<file path="config.mk">
export PLATFORM = sky130hd
export DESIGN_NAME = txphy_ctl_bank
export DESIGN_NICKNAME = d
export VERILOG_FILES = /design/src/rtl/txphy_ctl_pkg.sv /design/src/rtl/txphy_ctl_decode.sv /design/src/rtl/txphy_ctl_word.sv /design/src/rtl/txphy_ctl_bank.sv
export SDC_FILE = /design/constraint.sdc
export NUM_CORES = 1
export LEC_CHECK = 0
export CAP_MARGIN = 20
export CORE_ASPECT_RATIO = 1.75
export CORE_MARGIN = 5
export CORE_UTILIZATION = 65
export DETAILED_ROUTE_END_ITERATION = 8
export DONT_BUFFER_PORTS = 1
export GPL_ROUTABILITY_DRIVEN = 0
export GPL_TIMING_DRIVEN = 1
export PLACE_DENSITY = 0.86
export SETUP_SLACK_MARGIN = 0.1
export SLEW_MARGIN = 40
export SYNTH_ARGS = -nofsm -noshare
export SYNTH_HDL_FRONTEND = slang
export SYNTH_SLANG_ARGS = --single-unit
</file>
<file path="constraint.sdc">
create_clock -name clk -period 5.6 [get_ports clk]
set_input_delay 0.56 -clock clk [delete_from_list [all_inputs] [get_ports clk]]
set_output_delay 0.56 -clock clk [all_outputs]
set_load 0.02 [all_outputs]
</file>
<file path="src/rtl/txphy_ctl_pkg.sv">
package txphy_ctl_pkg;

    localparam int ADDR_W   = 8;
    localparam int DATA_W   = 16;
    localparam int BUS_W    = 2 * DATA_W;
    localparam int NUM_CTRL = 12;
    localparam int IDX_W    = ADDR_W - 2;

    typedef logic [DATA_W-1:0] word_t;

    typedef enum logic [IDX_W-1:0] {
        WI_PWR    = 6'd0,
        WI_FBDIV  = 6'd1,
        WI_RATE   = 6'd2,
        WI_EMPH   = 6'd3,
        WI_AMP    = 6'd4,
        WI_MODE   = 6'd5,
        WI_SSC    = 6'd6,
        WI_SPARE  = 6'd7,
        WI_PLLHI  = 6'd8,
        WI_TXCTL  = 6'd9,
        WI_AUXPWR = 6'd10,
        WI_AUXCFG = 6'd11,
        WI_STATUS = 6'd12
    } word_idx_e;

    typedef struct packed {
        logic  en;
        word_t mask;
        word_t data;
    } mwrite_t;

    function automatic mwrite_t unpack_write(input logic en, input logic [BUS_W-1:0] bus);
        mwrite_t r;
        r.en   = en;
        r.mask = bus[BUS_W-1:DATA_W];
        r.data = bus[DATA_W-1:0];
        return r;
    endfunction

    function automatic word_t merge_masked(input word_t old, input mwrite_t w);
        return (old & ~w.mask) | (w.data & w.mask);
    endfunction

    function automatic word_t ctl_reset(input int idx);
        case (idx)
            int'(WI_PWR):    return 16'h0FF1;
            int'(WI_AUXPWR): return 16'h0007;
            default:         return 16'h0000;
        endcase
    endfunction

endpackage

</file>
<file path="src/rtl/txphy_ctl_decode.sv">
module txphy_ctl_decode
    import txphy_ctl_pkg::*;
#(
    parameter int N_WORDS = NUM_CTRL
) (
    input  logic [ADDR_W-1:0]  addr,
    output logic [N_WORDS-1:0] ctl_sel,
    output logic               status_hit
);
    logic             aligned;
    logic [IDX_W-1:0] idx;

    assign aligned    = (addr[1:0] == 2'b00);
    assign idx        = addr[ADDR_W-1:2];
    assign status_hit = aligned && (idx == WI_STATUS);

    for (genvar i = 0; i < N_WORDS; i++) begin : g_sel
        assign ctl_sel[i] = aligned && (idx == IDX_W'(i));
    end

    always_comb begin
        assert_sel_exclusive_R11 : assert (!(status_hit && (|ctl_sel)) && $onehot0(ctl_sel));
    end
endmodule

</file>
<file path="src/rtl/txphy_ctl_word.sv">
module txphy_ctl_word
    import txphy_ctl_pkg::*;
#(
    parameter word_t RST_VAL = '0
) (
    input  logic    clk,
    input  logic    rst,
    input  logic    sel,
    input  mwrite_t wr,
    output word_t   q
);
    always_ff @(posedge clk) begin
        if (rst)
            q <= RST_VAL;
        else if (wr.en && sel)
            q <= merge_masked(q, wr);
    end

    assert_masked_bits_hold_R1 : assert property (@(posedge clk) disable iff (rst)
        1'b1 |=> (((q ^ $past(q)) & ~($past(wr.mask) & {DATA_W{$past(wr.en && sel)}})) == '0));

    assert_reset_value_R2 : assert property (@(posedge clk)
        $fell(rst) |-> (q == RST_VAL));
endmodule

</file>
<file path="src/rtl/txphy_ctl_bank.sv">
module txphy_ctl_bank
    import txphy_ctl_pkg::*;
#(
    parameter int LANES = 4
) (
    input  logic                 clk,
    input  logic                 rst,
    input  logic                 bus_wr,
    input  logic                 bus_rd,
    input  logic [ADDR_W-1:0]    bus_addr,
    input  logic [BUS_W-1:0]     bus_wdata,
    output logic [BUS_W-1:0]     bus_rdata,
    input  logic                 pll_ready,
    output logic [LANES-1:0]     tx_idle,
    output logic [LANES-1:0]     tx_pd,
    output logic                 iddq_en,
    output logic                 pll_pd,
    output logic [14:0]          pll_fbdiv,
    output logic [2:0]           tx_term,
    output logic [1:0]           rate_sel,
    output logic [3:0]           ref_div,
    output logic [4*LANES-1:0]   lane_emph,
    output logic [3*LANES-1:0]   lane_amp,
    output logic [2*LANES-1:0]   lane_amp_scale,
    output logic [1:0]           tx_mode,
    output logic [3:0]           ssc_depth,
    output logic                 ssc_en,
    output logic [9:0]           ssc_count,
    output logic [DATA_W-1:0]    pll_ctl_hi,
    output logic [DATA_W-1:0]    tx_ctl,
    output logic                 aux_rx_pd_sel,
    output logic                 aux_tx_pd_sel,
    output logic                 aux_idle,
    output logic                 aux_rx_pd,
    output logic                 aux_tx_pd,
    output logic [2:0]           aux_rx_vcm,
    output logic [1:0]           aux_mode,
    output logic [1:0]           aux_amp_scale,
    output logic [2:0]           aux_amp,
    output logic [2:0]           aux_term
);
    localparam int IDLE_LSB = 8;
    localparam int PD_LSB   = 4;

    mwrite_t                    wreq;
    logic [NUM_CTRL-1:0]        ctl_sel;
    logic                       status_hit;
    word_t [NUM_CTRL-1:0]       words;
    logic [BUS_W-1:0]           rd_next;

    assign wreq = unpack_write(bus_wr, bus_wdata);

    txphy_ctl_decode #(.N_WORDS(NUM_CTRL)) u_decode (
        .addr       (bus_addr),
        .ctl_sel    (ctl_sel),
        .status_hit (status_hit)
    );

    for (genvar i = 0; i < NUM_CTRL; i++) begin : g_word
        txphy_ctl_word #(.RST_VAL(ctl_reset(i))) u_word (
            .clk (clk),
            .rst (rst),
            .sel (ctl_sel[i]),
            .wr  (wreq),
            .q   (words[i])
        );
    end

    // Read path: pre-write word content, registered once.
    always_comb begin
        rd_next = '0;
        if (status_hit)
            rd_next[0] = pll_ready;
        for (int i = 0; i < NUM_CTRL; i++)
            if (ctl_sel[i])
                rd_next[DATA_W-1:0] = words[i];
    end

    always_ff @(posedge clk) begin
        if (rst)
            bus_rdata <= '0;
        else if (bus_rd)
            bus_rdata <= rd_next;
    end

    // Field decode
    assign tx_idle  = words[WI_PWR][IDLE_LSB +: LANES];
    assign tx_pd    = words[WI_PWR][PD_LSB +: LANES];
    assign iddq_en  = words[WI_PWR][1];
    assign pll_pd   = words[WI_PWR][0];

    assign pll_fbdiv = words[WI_FBDIV][14:0];
    assign tx_term   = words[WI_RATE][10:8];
    assign rate_sel  = words[WI_RATE][5:4];
    assign ref_div   = words[WI_RATE][3:0];

    for (genvar n = 0; n < LANES; n++) begin : g_lane
        assign lane_emph[4*n +: 4]      = words[WI_EMPH][4*n +: 4];
        assign lane_amp[3*n +: 3]       = words[WI_AMP][4*n +: 3];
        assign lane_amp_scale[2*n +: 2] = words[WI_MODE][2*n +: 2];
    end

    assign tx_mode   = words[WI_MODE][9:8];
    assign ssc_depth = words[WI_SSC][15:12];
    assign ssc_en    = words[WI_SSC][11];
    assign ssc_count = words[WI_SSC][9:0];

    assign pll_ctl_hi = words[WI_PLLHI];
    assign tx_ctl     = words[WI_TXCTL];

    assign aux_rx_pd_sel = words[WI_AUXPWR][5];
    assign aux_tx_pd_sel = words[WI_AUXPWR][4];
    assign aux_idle      = words[WI_AUXPWR][2];
    assign aux_rx_pd     = words[WI_AUXPWR][1];
    assign aux_tx_pd     = words[WI_AUXPWR][0];

    assign aux_rx_vcm    = words[WI_AUXCFG][14:12];
    assign aux_mode      = words[WI_AUXCFG][11:10];
    assign aux_amp_scale = words[WI_AUXCFG][9:8];
    assign aux_amp       = words[WI_AUXCFG][6:4];
    assign aux_term      = words[WI_AUXCFG][2:0];

    // Checks
    assert_rdata_upper_zero_R10 : assert property (@(posedge clk) disable iff (rst)
        bus_rd |=> (bus_rdata[BUS_W-1:DATA_W] == '0));

    assert_rdata_holds_R10 : assert property (@(posedge clk) disable iff (rst)
        !bus_rd |=> $stable(bus_rdata));

    assert_unmapped_read_zero_R11 : assert property (@(posedge clk) disable iff (rst)
        (bus_rd && !status_hit && (ctl_sel == '0)) |=> (bus_rdata == '0));

    assert_unmapped_write_ignored_R11 : assert property (@(posedge clk) disable iff (rst)
        (bus_wr && (ctl_sel == '0)) |=> $stable(words));

    assert_status_read_R9 : assert property (@(posedge clk) disable iff (rst)
        (bus_rd && status_hit) |=> (bus_rdata == {{(BUS_W-1){1'b0}}, $past(pll_ready)}));
endmodule

</file>
Word-level counts from Yosys, hierarchy flattened
Index checks and enable logic that the tools add are counted.
{"block": "word_totals", "in_bits": 45, "ff_bits": 208, "output_inout_bits": 169, "elab_cells": 91}
{"block": "classes", "reduce_logical": 27, "mux": 13, "n_bitwise": 26, "eq_ne": 12}
{"op": "AND 16 bit", "n": 13}
{"op": "2-to-1 mux 16 bit", "n": 12}
{"op": "bitwise OR 16 bit", "n": 12}
{"op": "== test 6 x 4 -> 1 bit, second input constant", "n": 5}
{"op": "logical AND 1 bit", "n": 25}
{"op": "== test 6 x 3 -> 1 bit, second input constant", "n": 4}
{"op": "NOT 16 bit", "n": 1}
{"op": "== test 6 x 2 -> 1 bit, second input constant", "n": 2}
{"op": "== test 6 x 1 -> 1 bit, second input constant", "n": 1}
{"op": "logical NOT 6 bit", "n": 1}
{"op": "logical NOT 2 bit", "n": 1}
{"op": "2-to-1 mux 1 bit", "n": 1}

Depth between registers and ports, before layout
{"block": "logic_depth", "word_depth": 15, "depth_mapped": 8, "mapped_depth_nobuf": 5}

Modules after synthesis
A second synthesis with hierarchy kept.
{"block": "unflattened", "hier_cells": 1448, "hier_area_um2": 13292.7}
{"mod": "txphy_ctl_word (g_word[11].u_word ...)", "seq_area_each_um2": 320.3, "instances": 10, "cells_each": 87, "area_per_inst_um2": 884.6}
{"mod": "txphy_ctl_bank", "seq_area_each_um2": 320.3, "instances": 1, "cells_each": 392, "area_per_inst_um2": 2668.8}
{"mod": "txphy_ctl_word (g_word[10].u_word)", "seq_area_each_um2": 320.3, "instances": 1, "cells_each": 85, "area_per_inst_um2": 867.1}
{"mod": "txphy_ctl_word (g_word[0].u_word)", "seq_area_each_um2": 320.3, "instances": 1, "cells_each": 80, "area_per_inst_um2": 763.2}
{"mod": "txphy_ctl_decode", "seq_area_each_um2": 0.0, "instances": 1, "cells_each": 21, "area_per_inst_um2": 147.6}

Least setup slack after synthesis
No wires, ideal clock.
{"block": "synth_timing", "path_type": "input to register", "from": "in bus_addr[1]", "to": "reg with a tool-made name", "path_buffers": 3, "required_time_ns": 5.478, "setup_time_ns": 0.122, "arrival_ns": 2.091, "path_stages": 7, "path_slack_ns": 3.386, "cell_sequence": "or4_4 > buf_6 > buf_12 > nor3_2 > buf_4 > a21boi_1 > a311o_1"}
{"element": "from (decl)", "line": "txphy_ctl_bank.sv:10", "rtl": "input logic [ADDR_W-1:0] bus_addr,"}

Final worst setup path
{"block": "layout_timing", "from": "in bus_addr[1]", "to": "reg bus_rdata[13]"}
{"block": "layout_via", "elab_chain_cells": 14, "word_cells_on_any_way": 25, "cone_classes": "mux (12); reduce/logical (13)"}
{"element": "logical NOT 2 bit *", "line": "txphy_ctl_decode.sv:13", "rtl": "assign aligned = (addr[1:0] == 2'b00);"}
{"element": "logical AND 1 bit", "line": "txphy_ctl_decode.sv:18", "rtl": "assign ctl_sel[i] = aligned && (idx == IDX_W'(i));"}
{"element": "2-to-1 mux 16 bit (11 in a row)", "line": "txphy_ctl_bank.sv:75", "rtl": "if (ctl_sel[i])"}
{"element": "2-to-1 mux 16 bit *", "line": "txphy_ctl_bank.sv:75"}
{"element": "to (signal assigned)", "line": "txphy_ctl_bank.sv:83", "rtl": "bus_rdata <= rd_next;"}
{"element": "to (decl)", "line": "txphy_ctl_bank.sv:12", "rtl": "output logic [BUS_W-1:0] bus_rdata,"}
Mark *: on every way between the ends. The rest lies on a longest branch, timed or not.
A chain may end at the register's enable or synchronous reset.

==> impl_metrics.xml <==
<?xml version="1.0" encoding="UTF-8"?>
<metrics>
  <group name="status">
    <metric name="run_status" unit="">completed</metric>
  </group>
  <group name="worst_setup_path">
    <metric name="arrival" unit="ns">3.11</metric>
    <metric name="critical_path_class" unit="">in -&gt; reg</metric>
    <metric name="timing.critical_path.from_type" unit="">primary input</metric>
    <metric name="cp.required" unit="ns">5.99</metric>
    <metric name="maximum_net_fanout_on_the_critical_path" unit="">32</metric>
    <metric name="worst_setup_path_end_kind" unit="">flop</metric>
  </group>
  <group name="floorplan">
    <metric name="ioPinCount" unit="">214</metric>
    <metric name="core_area" unit="um2">16900</metric>
    <metric name="dieArea" unit="um2">20100</metric>
    <metric name="start_util" unit="">0.663</metric>
    <metric name="die_width" unit="um">109</metric>
    <metric name="std_cell_rows" unit="">63</metric>
    <metric name="fp.dieH" unit="um">184</metric>
  </group>
  <group name="synthesis">
    <metric name="synth_edf_count" unit="">0</metric>
    <metric name="postSynthRegisterBits" unit="">208</metric>
    <metric name="synthesis.area_per_instance" unit="um2">8.75</metric>
    <metric name="synth-warning-count" unit="">0</metric>
    <metric name="synth_cell_types" unit="">56</metric>
    <metric name="synth.cell_area" unit="um2">11200</metric>
    <metric name="synth_top_flop_cell" unit="">sky130_fd_sc_hd__dfxtp_1</metric>
    <metric name="syn-instance-count" unit="">1283</metric>
    <metric name="yosysSeqAreaShare" unit="">0.371</metric>
    <metric name="async_reset_ff_frac" unit="">0</metric>
  </group>
  <group name="layout">
    <metric name="num_antenna_cells" unit="">0</metric>
    <metric name="finalCoreUtilization" unit="">0.664</metric>
    <metric name="nets" unit="">1182</metric>
    <metric name="mostFrequentLayoutCell" unit="">sky130_fd_sc_hd__dfxtp_1</metric>
    <metric name="flow.area_growth_from_synthesis" unit="%">0.256</metric>
    <metric name="most-common-layout-cells" unit="">sky130_fd_sc_hd__dfxtp_1, sky130_fd_sc_hd__mux2i_1, sky130_fd_sc_hd__nor2_1</metric>
    <metric name="drive_gt1_frac" unit="">0.136</metric>
    <metric name="stdcell_area" unit="um2">11300</metric>
  </group>
  <group name="pwr">
    <metric name="pwr-share-seq" unit="">0.478</metric>
    <metric name="switching_power" unit="uW">652</metric>
    <metric name="power_per_unit_of_standard_cell_area" unit="nW/um2">276</metric>
    <metric name="clkPwrFrac" unit="">0.490</metric>
    <metric name="switching_share" unit="">0.210</metric>
    <metric name="p_int" unit="uW">2450</metric>
    <metric name="ir_drop" unit="mV">0.191</metric>
    <metric name="power.combinational.fraction" unit="">0.032</metric>
    <metric name="power.total" unit="uW">3110</metric>
    <metric name="leakagePower" unit="uW">0.00511</metric>
  </group>
  <group name="placed_design">
    <metric name="dp.final_hpwl" unit="um">21200</metric>
    <metric name="placement.io_buffers" unit="">0</metric>
    <metric name="postPlaceCellArea" unit="um2">10500</metric>
  </group>
  <group name="hold_path">
    <metric name="timing.hold.worst.class" unit="">in -&gt; reg</metric>
  </group>
  <group name="timing">
    <metric name="timing.clock.skew" unit="ns">0.0178</metric>
    <metric name="fmax" unit="MHz">367</metric>
    <metric name="worst_slew_margin_rel" unit="">0.392</metric>
    <metric name="count_of_final_hold_check_violations" unit="">0</metric>
    <metric name="report.final.setup_viol" unit="">0</metric>
    <metric name="min_period_over_period" unit="">0.487</metric>
    <metric name="grt_setup_unrepaired" unit="">false</metric>
    <metric name="period_needed" unit="ns">2.73</metric>
    <metric name="maxSlewViolCount" unit="">0</metric>
    <metric name="fin_tns_setup" unit="ns">0</metric>
    <metric name="timing_worst_slew_pin_value" unit="ns">0.907</metric>
    <metric name="hold-worst-slack" unit="ns">0.128</metric>
  </group>
  <group name="global_routing">
    <metric name="first_global_vias" unit="">8694</metric>
    <metric name="grt_max_degree" unit="">199</metric>
    <metric name="global_route.overflow_total" unit="">0</metric>
    <metric name="grt_usage" unit="">0.312</metric>
    <metric name="antenna_violations_before_repair" unit="">0</metric>
    <metric name="wire_length_of_the_first_global_routing_pass" unit="um">49400</metric>
  </group>
  <group name="cts">
    <metric name="post-cts-setup-buffers" unit="">0</metric>
    <metric name="ctsRootBufferMaster" unit="">sky130_fd_sc_hd__clkbuf_16</metric>
    <metric name="hold_buffer_count_at_cts" unit="">0</metric>
    <metric name="worstSkewPairLatency" unit="ns">0.50</metric>
    <metric name="cts-root-to-sink-buffers" unit="">3</metric>
    <metric name="cts-htree-levels" unit="">1</metric>
    <metric name="post_cts.resized_instances" unit="">0</metric>
    <metric name="worst_setup_hold_path_clk_slew" unit="ns">0.07</metric>
    <metric name="clock_sink_count" unit="">208</metric>
    <metric name="numCtsBuffers" unit="">20</metric>
    <metric name="clock_tree_from_tritoncts" unit="">done</metric>
  </group>
  <group name="route">
    <metric name="drc" unit="">0</metric>
    <metric name="detailedRoute.firstIterationViolations" unit="">985</metric>
    <metric name="wire_per_inst" unit="um">23.4</metric>
    <metric name="finalWirelength" unit="um">32200</metric>
    <metric name="ant_nets" unit="">0</metric>
    <metric name="drt_via_density" unit="">6.53</metric>
    <metric name="first_pass_iters" unit="">5</metric>
    <metric name="via_count" unit="">8992</metric>
  </group>
  <group name="run">
    <metric name="drv.max_cap_violation_count" unit="">0</metric>
  </group>
</metrics>
-- critical path, cell delays in order --
cell and delay (ns):
sky130_fd_sc_hd__or4_4 0.81, sky130_fd_sc_hd__nor2_1 0.74, sky130_fd_sc_hd__nand2_1 0.51, sky130_fd_sc_hd__o21ai_0 0.35
sky130_fd_sc_hd__o31ai_1 0.11
-- final timing paths --
path	cells past startpoint	startpoint	slack, ns	to
worst max-delay path	5	bus_addr[1]	2.87	bus_rdata[13]
worst max register to register	5	flop	3.97	bus_rdata[14]
worst min register to register	2	flop	0.46	flop
worst min-delay path	1	rst	0.13	flop
-- cell type report --
class                   count  area [um2]
clock buffers              29         606
clock inverters             7         135
fillers                  1344        5690
inverters                   4        15.0
multi-input cells         883        5840
flip-flops and latches    208        4160
well taps                 227         284
repair buffers             20         214
-- per-layer routing --
metal,track usage,wire (um),vias up
met5,0,0,-
met4,0.164,1970,0
met3,0.0974,3970,146
met2,0.497,15300,543
met1,0.372,10900,4313
li1,-,-,3990
-- per-stage QoR --
| stage | setup slack [ns] | std cells |
|---|---|---|
| after floorplan | 3.39 | 1298 |
| after global placement | 2.54 | 1328 |
| after detailed placement | 2.42 | 1342 |
| after CTS | 2.92 | 1378 |
| after global routing | 2.76 | 1378 |
| final | 2.87 | 1378 |
-- cells in the mapped netlist (all sizes together), types with 12 or more instances --
library cell  number  share of area
nand2            214          0.084
nor3              16          0.018
buf              148          0.097
a311o             12          0.011
o21ai             54          0.024
nor2             198          0.067
dfxtp            208           0.37
a21oi             16         0.0071
mux2i            196           0.17
clkbuf            55          0.018
mux4              13          0.026
-- power by group through the flow --
| stage | clock network, uW | logic, uW | registers [uW] |
|---|---|---|---|
| global route | 1600 | 106 | 1480 |
| CTS | 1530 | 98.4 | 1490 |
| detailed placement | 0 | 97.7 | 1520 |
| floorplan | 0 | 161 | 1520 |
| global placement | 0 | 95.4 | 1520 |
| finish | 1520 | 101 | 1490 |
-- cells by family after synthesis --
logic type	after synthesis	synth area share
multiplexers	220	0.212
other	1	0.000334
AND/OR/NAND/NOR	471	0.194
buffers and inverters	207	0.116
AO/OA/AOI/OAI	176	0.107
flip-flops	208	0.371
Power figures use the tool's default switching activity.
